### config.mk
export PLATFORM = sky130hd
export DESIGN_NAME = flash_id_probe
export DESIGN_NICKNAME = d
export VERILOG_FILES = /design/src/rtl/flash_id_probe_pkg.sv /design/src/rtl/flash_id_probe_ctrl.sv /design/src/rtl/flash_id_probe_dp.sv /design/src/rtl/flash_id_probe.sv
export SDC_FILE = /design/constraint.sdc
export NUM_CORES = 1
export LEC_CHECK = 0
export BUFFER_PORTS_ARGS = -buffer_cell sky130_fd_sc_hd__clkbuf_2
export CAP_MARGIN = 30
export CORE_ASPECT_RATIO = 0.75
export CORE_MARGIN = 2
export CORE_UTILIZATION = 56
export DETAILED_ROUTE_END_ITERATION = 8
export HOLD_SLACK_MARGIN = 0.02
export PLACE_DENSITY = 0.8
export REMOVE_ABC_BUFFERS = 1
export SYNTH_ARGS = -nofsm -noshare
export SYNTH_HDL_FRONTEND = slang
export SYNTH_SLANG_ARGS = --single-unit
### constraint.sdc
create_clock -name clk -period 8.1 [get_ports clk]
set_input_delay 1.215 -clock clk [delete_from_list [all_inputs] [get_ports clk]]
set_output_delay 1.215 -clock clk [all_outputs]
set_load 0.03 [all_outputs]
### src/rtl/flash_id_probe_pkg.sv
package flash_id_probe_pkg;

  localparam int NUM_PROBES = 4;
  localparam logic [7:0] FAMILY_KB = 8'd64;

  typedef struct packed {
    logic       clearId;
    logic       capture;
    logic [2:0] capIdx;
    logic       accept;
    logic [1:0] probeSel;
  } probeStrobes_t;

  function automatic logic [7:0] probeOpcode(input logic [1:0] p);
    case (p)
      2'd0:    probeOpcode = 8'h90;
      2'd1:    probeOpcode = 8'h15;
      2'd2:    probeOpcode = 8'h9F;
      default: probeOpcode = 8'hAB;
    endcase
  endfunction

  // bytes sent before the reply bytes start (opcode plus dummies)
  function automatic logic [2:0] probeHeader(input logic [1:0] p);
    probeHeader = (p == 2'd0 || p == 2'd3) ? 3'd4 : 3'd1;
  endfunction

  function automatic logic [2:0] probeReplyLen(input logic [1:0] p);
    probeReplyLen = (p == 2'd2) ? 3'd3 : 3'd2;
  endfunction

endpackage

### src/rtl/flash_id_probe_ctrl.sv
module flash_id_probe_ctrl
  import flash_id_probe_pkg::*;
#(
  parameter int GAP_CYCLES = 4
) (
  input  logic          clk,
  input  logic          rstN,
  input  logic          probeStart,
  input  logic          matchNow,
  input  logic          txDone,
  output probeStrobes_t strb,
  output logic          txStart,
  output logic [7:0]    txByte,
  output logic          txLast,
  output logic          busy,
  output logic          probeDone
);

  localparam int GW = $clog2(GAP_CYCLES + 1);

  typedef enum logic [2:0] {S_IDLE, S_SEND, S_WAIT, S_CHECK, S_GAP, S_FIN} state_t;

  state_t        state;
  logic [1:0]    probe;
  logic [2:0]    idx;
  logic [GW-1:0] gapCnt;
  logic [2:0]    hdrLen;
  logic [2:0]    totalLen;
  logic          lastIdx;

  assign hdrLen   = probeHeader(probe);
  assign totalLen = hdrLen + probeReplyLen(probe);
  assign lastIdx  = (idx == totalLen - 3'd1);

  always_ff @(posedge clk or negedge rstN) begin
    if (!rstN) begin
      state  <= S_IDLE;
      probe  <= '0;
      idx    <= '0;
      gapCnt <= '0;
    end else begin
      case (state)
        S_IDLE: if (probeStart) begin
          state <= S_SEND;
          probe <= '0;
          idx   <= '0;
        end
        S_SEND: state <= S_WAIT;
        S_WAIT: if (txDone) begin
          if (lastIdx) state <= S_CHECK;
          else begin
            idx   <= idx + 3'd1;
            state <= S_SEND;
          end
        end
        S_CHECK: begin
          if (matchNow || probe == 2'(NUM_PROBES - 1)) state <= S_FIN;
          else begin
            gapCnt <= '0;
            state  <= S_GAP;
          end
        end
        S_GAP: begin
          if (gapCnt == GW'(GAP_CYCLES - 1)) begin
            probe <= probe + 2'd1;
            idx   <= '0;
            state <= S_SEND;
          end else gapCnt <= gapCnt + 1'b1;
        end
        S_FIN:   state <= S_IDLE;
        default: state <= S_IDLE;
      endcase
    end
  end

  always_comb begin
    strb          = '0;
    strb.probeSel = probe;
    strb.capIdx   = idx - hdrLen;
    strb.clearId  = (state == S_IDLE) && probeStart;
    strb.capture  = (state == S_WAIT) && txDone && (idx >= hdrLen);
    strb.accept   = (state == S_CHECK) && matchNow;
  end

  assign txStart   = (state == S_SEND);
  assign txByte    = (idx == 3'd0) ? probeOpcode(probe) : 8'h00;
  assign txLast    = lastIdx;
  assign busy      = (state != S_IDLE);
  assign probeDone = (state == S_FIN);

  // independent monitor of the chip-select idle time
  logic          lastOut;
  logic [GW-1:0] sinceLast;
  always_ff @(posedge clk or negedge rstN) begin
    if (!rstN) begin
      lastOut   <= 1'b0;
      sinceLast <= GW'(GAP_CYCLES);
    end else begin
      if (txStart) lastOut <= txLast;
      else if (txDone) lastOut <= 1'b0;
      if (txDone && lastOut) sinceLast <= '0;
      else if (sinceLast < GW'(GAP_CYCLES)) sinceLast <= sinceLast + 1'b1;
    end
  end

  assert_cs_gap_R7: assert property (@(posedge clk) disable iff (!rstN)
    txStart |-> (sinceLast >= GW'(GAP_CYCLES)));
  assert_txstart_busy_R7: assert property (@(posedge clk) disable iff (!rstN)
    txStart |-> busy);
  assert_done_idle_R6: assert property (@(posedge clk) disable iff (!rstN)
    probeDone |=> !busy);

endmodule

### src/rtl/flash_id_probe_dp.sv
module flash_id_probe_dp
  import flash_id_probe_pkg::*;
#(
  parameter int CNT_W = 11
) (
  input  logic             clk,
  input  logic             rstN,
  input  probeStrobes_t    strb,
  input  logic [7:0]       rxByte,
  output logic             matchNow,
  output logic [15:0]      flashId,
  output logic             idValid,
  output logic [7:0]       blockKb,
  output logic [CNT_W-1:0] blockCount,
  output logic             needFlagPoll
);

  logic [7:0]  reply0, reply1, reply2;
  logic [7:0]  mfr;
  logic [15:0] idNext;

  always_ff @(posedge clk or negedge rstN) begin
    if (!rstN) begin
      reply0 <= '0;
      reply1 <= '0;
      reply2 <= '0;
    end else if (strb.capture) begin
      case (strb.capIdx)
        3'd0:    reply0 <= rxByte;
        3'd1:    reply1 <= rxByte;
        default: reply2 <= rxByte;
      endcase
    end
  end

  assign mfr = reply0;

  always_comb begin
    idNext = {mfr, reply1};
    case (strb.probeSel)
      2'd0: matchNow = (mfr == 8'hBF) || (mfr == 8'hEF);
      2'd1: matchNow = (mfr == 8'h1F);
      2'd2: begin
        matchNow = (mfr == 8'h1F) || (mfr == 8'h01) || (mfr == 8'h1C) ||
                   (mfr == 8'h20) || (mfr == 8'hC2);
        if (mfr != 8'h1F) idNext = {mfr, reply2};
      end
      default: matchNow = (mfr == 8'h11) || (mfr == 8'h12);
    endcase
  end

  always_ff @(posedge clk or negedge rstN) begin
    if (!rstN) begin
      flashId <= '0;
      idValid <= 1'b0;
    end else if (strb.clearId) begin
      flashId <= '0;
      idValid <= 1'b0;
    end else if (strb.accept) begin
      flashId <= idNext;
      idValid <= 1'b1;
    end
  end

  // geometry of the 64 KB erase-block family
  logic       family;
  logic [3:0] sizeLog;
  logic [7:0] devCode;

  assign devCode = flashId[7:0];
  assign family  = idValid && ((flashId[15:8] == 8'h01) || (flashId[15:8] == 8'h20) ||
                               (flashId[15:8] == 8'hC2) || (flashId[15:8] == 8'hEF));

  always_comb begin
    if (devCode >= 8'h11 && devCode <= 8'h16) sizeLog = 4'(devCode - 8'h0F);
    else if (devCode == 8'h17 || devCode == 8'h18) sizeLog = 4'd8;
    else if (devCode == 8'h19) sizeLog = 4'd9;
    else if (devCode == 8'h20) sizeLog = 4'd10;
    else sizeLog = 4'd0;
  end

  assign blockKb      = (family && sizeLog != 4'd0) ? FAMILY_KB : 8'd0;
  assign blockCount   = (family && sizeLog != 4'd0) ? (CNT_W'(1) << sizeLog) : '0;
  assign needFlagPoll = family && (devCode == 8'h20);

  assert_valid_mfr_R6: assert property (@(posedge clk) disable iff (!rstN)
    idValid |-> (flashId[15:8] != 8'h00));
  assert_poll_family_R9: assert property (@(posedge clk) disable iff (!rstN)
    needFlagPoll |-> (idValid && blockKb == FAMILY_KB));

endmodule

### src/rtl/flash_id_probe.sv
module flash_id_probe
  import flash_id_probe_pkg::*;
#(
  parameter int GAP_CYCLES = 4,
  parameter int CNT_W      = 11
) (
  input  logic             clk,
  input  logic             rstN,
  input  logic             probeStart,
  output logic             busy,
  output logic             probeDone,
  output logic             idValid,
  output logic [15:0]      flashId,
  output logic [7:0]       blockKb,
  output logic [CNT_W-1:0] blockCount,
  output logic             needFlagPoll,
  output logic             txStart,
  output logic [7:0]       txByte,
  output logic             txLast,
  input  logic             txDone,
  input  logic [7:0]       rxByte
);

  probeStrobes_t strb;
  logic          matchNow;

  flash_id_probe_ctrl #(.GAP_CYCLES(GAP_CYCLES)) u_ctrl (
    .clk(clk), .rstN(rstN), .probeStart(probeStart), .matchNow(matchNow),
    .txDone(txDone), .strb(strb), .txStart(txStart), .txByte(txByte),
    .txLast(txLast), .busy(busy), .probeDone(probeDone)
  );

  flash_id_probe_dp #(.CNT_W(CNT_W)) u_dp (
    .clk(clk), .rstN(rstN), .strb(strb), .rxByte(rxByte), .matchNow(matchNow),
    .flashId(flashId), .idValid(idValid), .blockKb(blockKb),
    .blockCount(blockCount), .needFlagPoll(needFlagPoll)
  );

  assert_hold_R10: assert property (@(posedge clk) disable iff (!rstN)
    (!busy && !probeStart) |=> ($stable(flashId) && $stable(idValid)));

endmodule

==> metrics.txt <==
status=finished, final reports clean; Final Core Density=0.6429; core footprint=0.005736 mm2; number of remaining DRC errors=0; WL final=7152 um; area leader, netlist=dfrtp_1; Port Buf Inserts=51; number of cell rows=24; Hold Path End=u_ctrl.gapCnt[2]$_DFFE_PN0P_; PwrDens=196.5 mW/mm2; root buffer cell=clkbuf_8; Register-to-Register Setup Slack=5090 ps; GRT Residual Overflow=0; Worst Hold Class=reg -> reg; clock buffer depth=2; FF-to-FF End=u_dp.mfr[2]$_DFFE_PN0P_; Die Wd=92.58 um; worst path cell trace=inv_1, ha_1, nor3b_1, a2111o_1, o211ai_1, and2_1, nor4_1, clkbuf_2; final hold viol count=0; share of cells above drive strength 1=0.2330; number of CTS-inserted buffers=5; initial antenna violation count=0; sequential share of the synthesized area=0.3948; ys flop type=dfrtp_1; Iteration-0 DRC Markers=191; Clock Skews=9.795 ps; final net count=412; Seq cells post-synth=52; Starting Density=0.5746; vias in the first global route=2,418; WP buf/inv=2; CTS tree=done; RSZ-0062 raised after global routing=false; post-synthesis compound-gate area fraction=0.1033; hold buffer count at cts=0; Post-CTS Setup Bufs=0; Reg2Reg Launch Point=u_ctrl.probe[0]$_DFFE_PN0P_; simple-gate share of the synthesized area=0.2035; Synth Area in XOR/XNOR=0.01860; CP Data Required Time=6880 ps; All-Layer GR Usage=0.2287; VDD IR-drop max=136.9 uV; arrival time of the worst setup path=2650 ps; DR vias=2,623; Reg2Reg Depth=8; Distinct cells, synth=58; hold_sp=u_ctrl.gapCnt[2]$_DFFE_PN0P_; post-DR vias/cell=5.702; Hold Crit Depth=1; Synth area leaders=dfrtp_1 (39%), mux2i_1 (7.6%), ha_1 (6.8%); Leak=1.834 nW; critical path launch point type=register; worst-margin pin slew=706.1 ps; gate count of the mapped netlist=333; Pre-antenna DRT Iters=4; Boundary Pins=61; Largest stage delay, worst path=470 ps; first-pass GRT wire length=11,740 um; CP Max Fanout=7; RePlAce Congestion=0.8309; Post-Syn Area=0.003296 mm2; Area Overhead vs Synth=11.88%; main combinational cell family by area after synthesis=simple AND/OR/NAND/NOR gates; DIE AREA=0.006521 mm2; Fillers=503; Max-cap violations=0; delay-heaviest family, CP=simple AND/OR/NAND/NOR gates; Ant. Diodes=0; fmax=258.5 MHz; Post-synth EDFFs=0; minimum clock period=3868 ps; post-route ant nets=0; clk sinks=52; clk_lat worst skew=310 ps; slew margin rel.=0.5280; ys async rst share=1.000; slowest cell on the critical path=dfrtp_1; type of the worst setup path=reg -> out; H-tree depth=2; Detail Placement HPWL=5370 um; area share of fa/ha/maj cells after synthesis=0.06834; clock slew at reported path FFs=90 ps; largest net degree at the start of global routing=53; mean post-synth cell area=9.897 um2; max-slew violation count=0; mux cell area share after synthesis=0.1443; nature of the critical path endpoint=output port; WL per Instance=15.55 um; count of cells resized by post-cts repair=0; Setup Total Neg Slack=0 ps; WHS=504.4 ps; Setup Viol. Count Final=0; fin crit share=0.4776; top cell type's share of synthesized area=0.3948; Synth Warn #=0; die height=70.44 um
## power by group
| part | switching, mW | total (mW) | internal (mW) | leakage, nW |
|---|---|---|---|---|
| Clock | 0.0842 | 0.206 | 0.122 | 0.0642 |
| Sequential | 0.0373 | 0.319 | 0.282 | 0.684 |
| Combinational | 0.132 | 0.200 | 0.0672 | 1.09 |
| Total | 0.254 | 0.725 | 0.471 | 1.83 |
## layout by cell type (no fill, tap or decap), drive strengths merged, types with 3 or more instances in the layout
cell type  synthesis  final
a2111oi            3      3
a21oi              9      9
and2               3      3
clkbuf             5     56
conb               1      9
dfrtp             52     52
ha                18     18
inv               22     22
mux2              20     20
mux2i             25     25
nand2             34     34
nand2b             5      5
nand3             13     13
nand4              6      6
nor2              22     22
nor2b              4      4
nor3               8      8
nor3b              3      3
nor4               3      3
nor4b              3      3
o21a               4      4
o21ai             17     17
or4                3      3
xnor2              4      4
xor2               3      3
## through the flow
| step | instances | power, mW | cell area (um2) | worst slack [ps] |
|---|---|---|---|---|
| 2_1_floorplan | 322 | 0.4622 | 3191 | 4169 |
| 3_3_place_gp | 453 | 0.5144 | 3558 | 4708 |
| 3_5_place_dp | 453 | 0.5227 | 3558 | 4582 |
| 4_1_cts | 460 | 0.7281 | 3687 | 4226 |
| 5_1_grt | 460 | 0.7627 | 3687 | 4038 |
| 6_report | 460 | 0.7247 | 3687 | 4232 |
## worst max-delay path by stage
| stage | from | end | slack [ps] | depth (start not counted) |
|---|---|---|---|---|
| detailed placement | u_dp.flashId[1]$_DFFE_PN0P_ | blockCount[6] | 4580 | 8 |
| CTS | u_dp.flashId[1]$_DFFE_PN0P_ | blockCount[6] | 4230 | 8 |
| global placement | u_dp.flashId[5]$_DFFE_PN0P_ | blockCount[7] | 4710 | 5 |
| global route | u_dp.flashId[0]$_DFFE_PN0P_ | blockCount[6] | 4040 | 8 |
| finish | u_dp.flashId[1]$_DFFE_PN0P_ | blockCount[6] | 4230 | 8 |
| floorplan | u_dp.flashId[5]$_DFFE_PN0P_ | blockCount[6] | 4170 | 5 |
## layout make-up
| cell class | count | area, um2 | area share |
|---|---|---|---|
| Sequential cell | 52 | 1301 | 0.3529 |
| Timing Repair Buffer | 53 | 270.3 | 0.07329 |
| Multi-Input combinational cell | 248 | 1807 | 0.4900 |
| Clock inverter | 2 | 60.06 | 0.01629 |
| Inverter | 22 | 82.58 | 0.02240 |
| Clock buffer | 5 | 68.82 | 0.01866 |
| Tap cell | 78 | 97.59 | 0.02647 |
## synth_stat cells, drive strengths merged, types with 4 or more instances
| library cell | instances |
|---|---|
| a21oi | 9 |
| ha | 18 |
| dfrtp | 52 |
| nand4 | 6 |
| mux2 | 20 |
| nor2 | 22 |
| nand2 | 34 |
| nand3 | 13 |
| xnor2 | 4 |
| buf | 14 |
| o21ai | 17 |
| nor3 | 8 |
| inv | 22 |
| nor2b | 4 |
| mux2i | 25 |
| clkbuf | 5 |
| nand2b | 5 |
| o21a | 4 |
## registers in the layout, summed over array words and instances, names as in the netlist
register,cells
u_dp.idValid,1
u_ctrl.gapCnt,3
u_dp.reply2,8
u_ctrl.idx,3
u_ctrl.state,3
u_dp.reply1,8
u_dp.mfr,8
u_dp.flashId,16
u_ctrl.probe,2
## per-layer routing
layer | global-route usage | vias to the layer above | part of all wire
met1 | 0.3310 | 1278 | 0.47
met3 | 0.03236 | 8 | 0.049
met5 | 0 | - | 0
met2 | 0.3633 | 78 | 0.47
li1 | - | 1259 | -
met4 | 0.05970 | 0 | 0.010
## cells by family (layout without fill, tap and decap cells)
group	after synthesis	after routing
AO/OA/AOI/OAI	48	48
other	1	9
AND/OR/NAND/NOR	121	121
XOR/XNOR	7	7
flip-flops	52	52
multiplexers	45	45
adder cells (fa/ha/maj)	18	18
buffers and inverters	41	82
No activity file was read; power rests on OpenSTA's default activity.
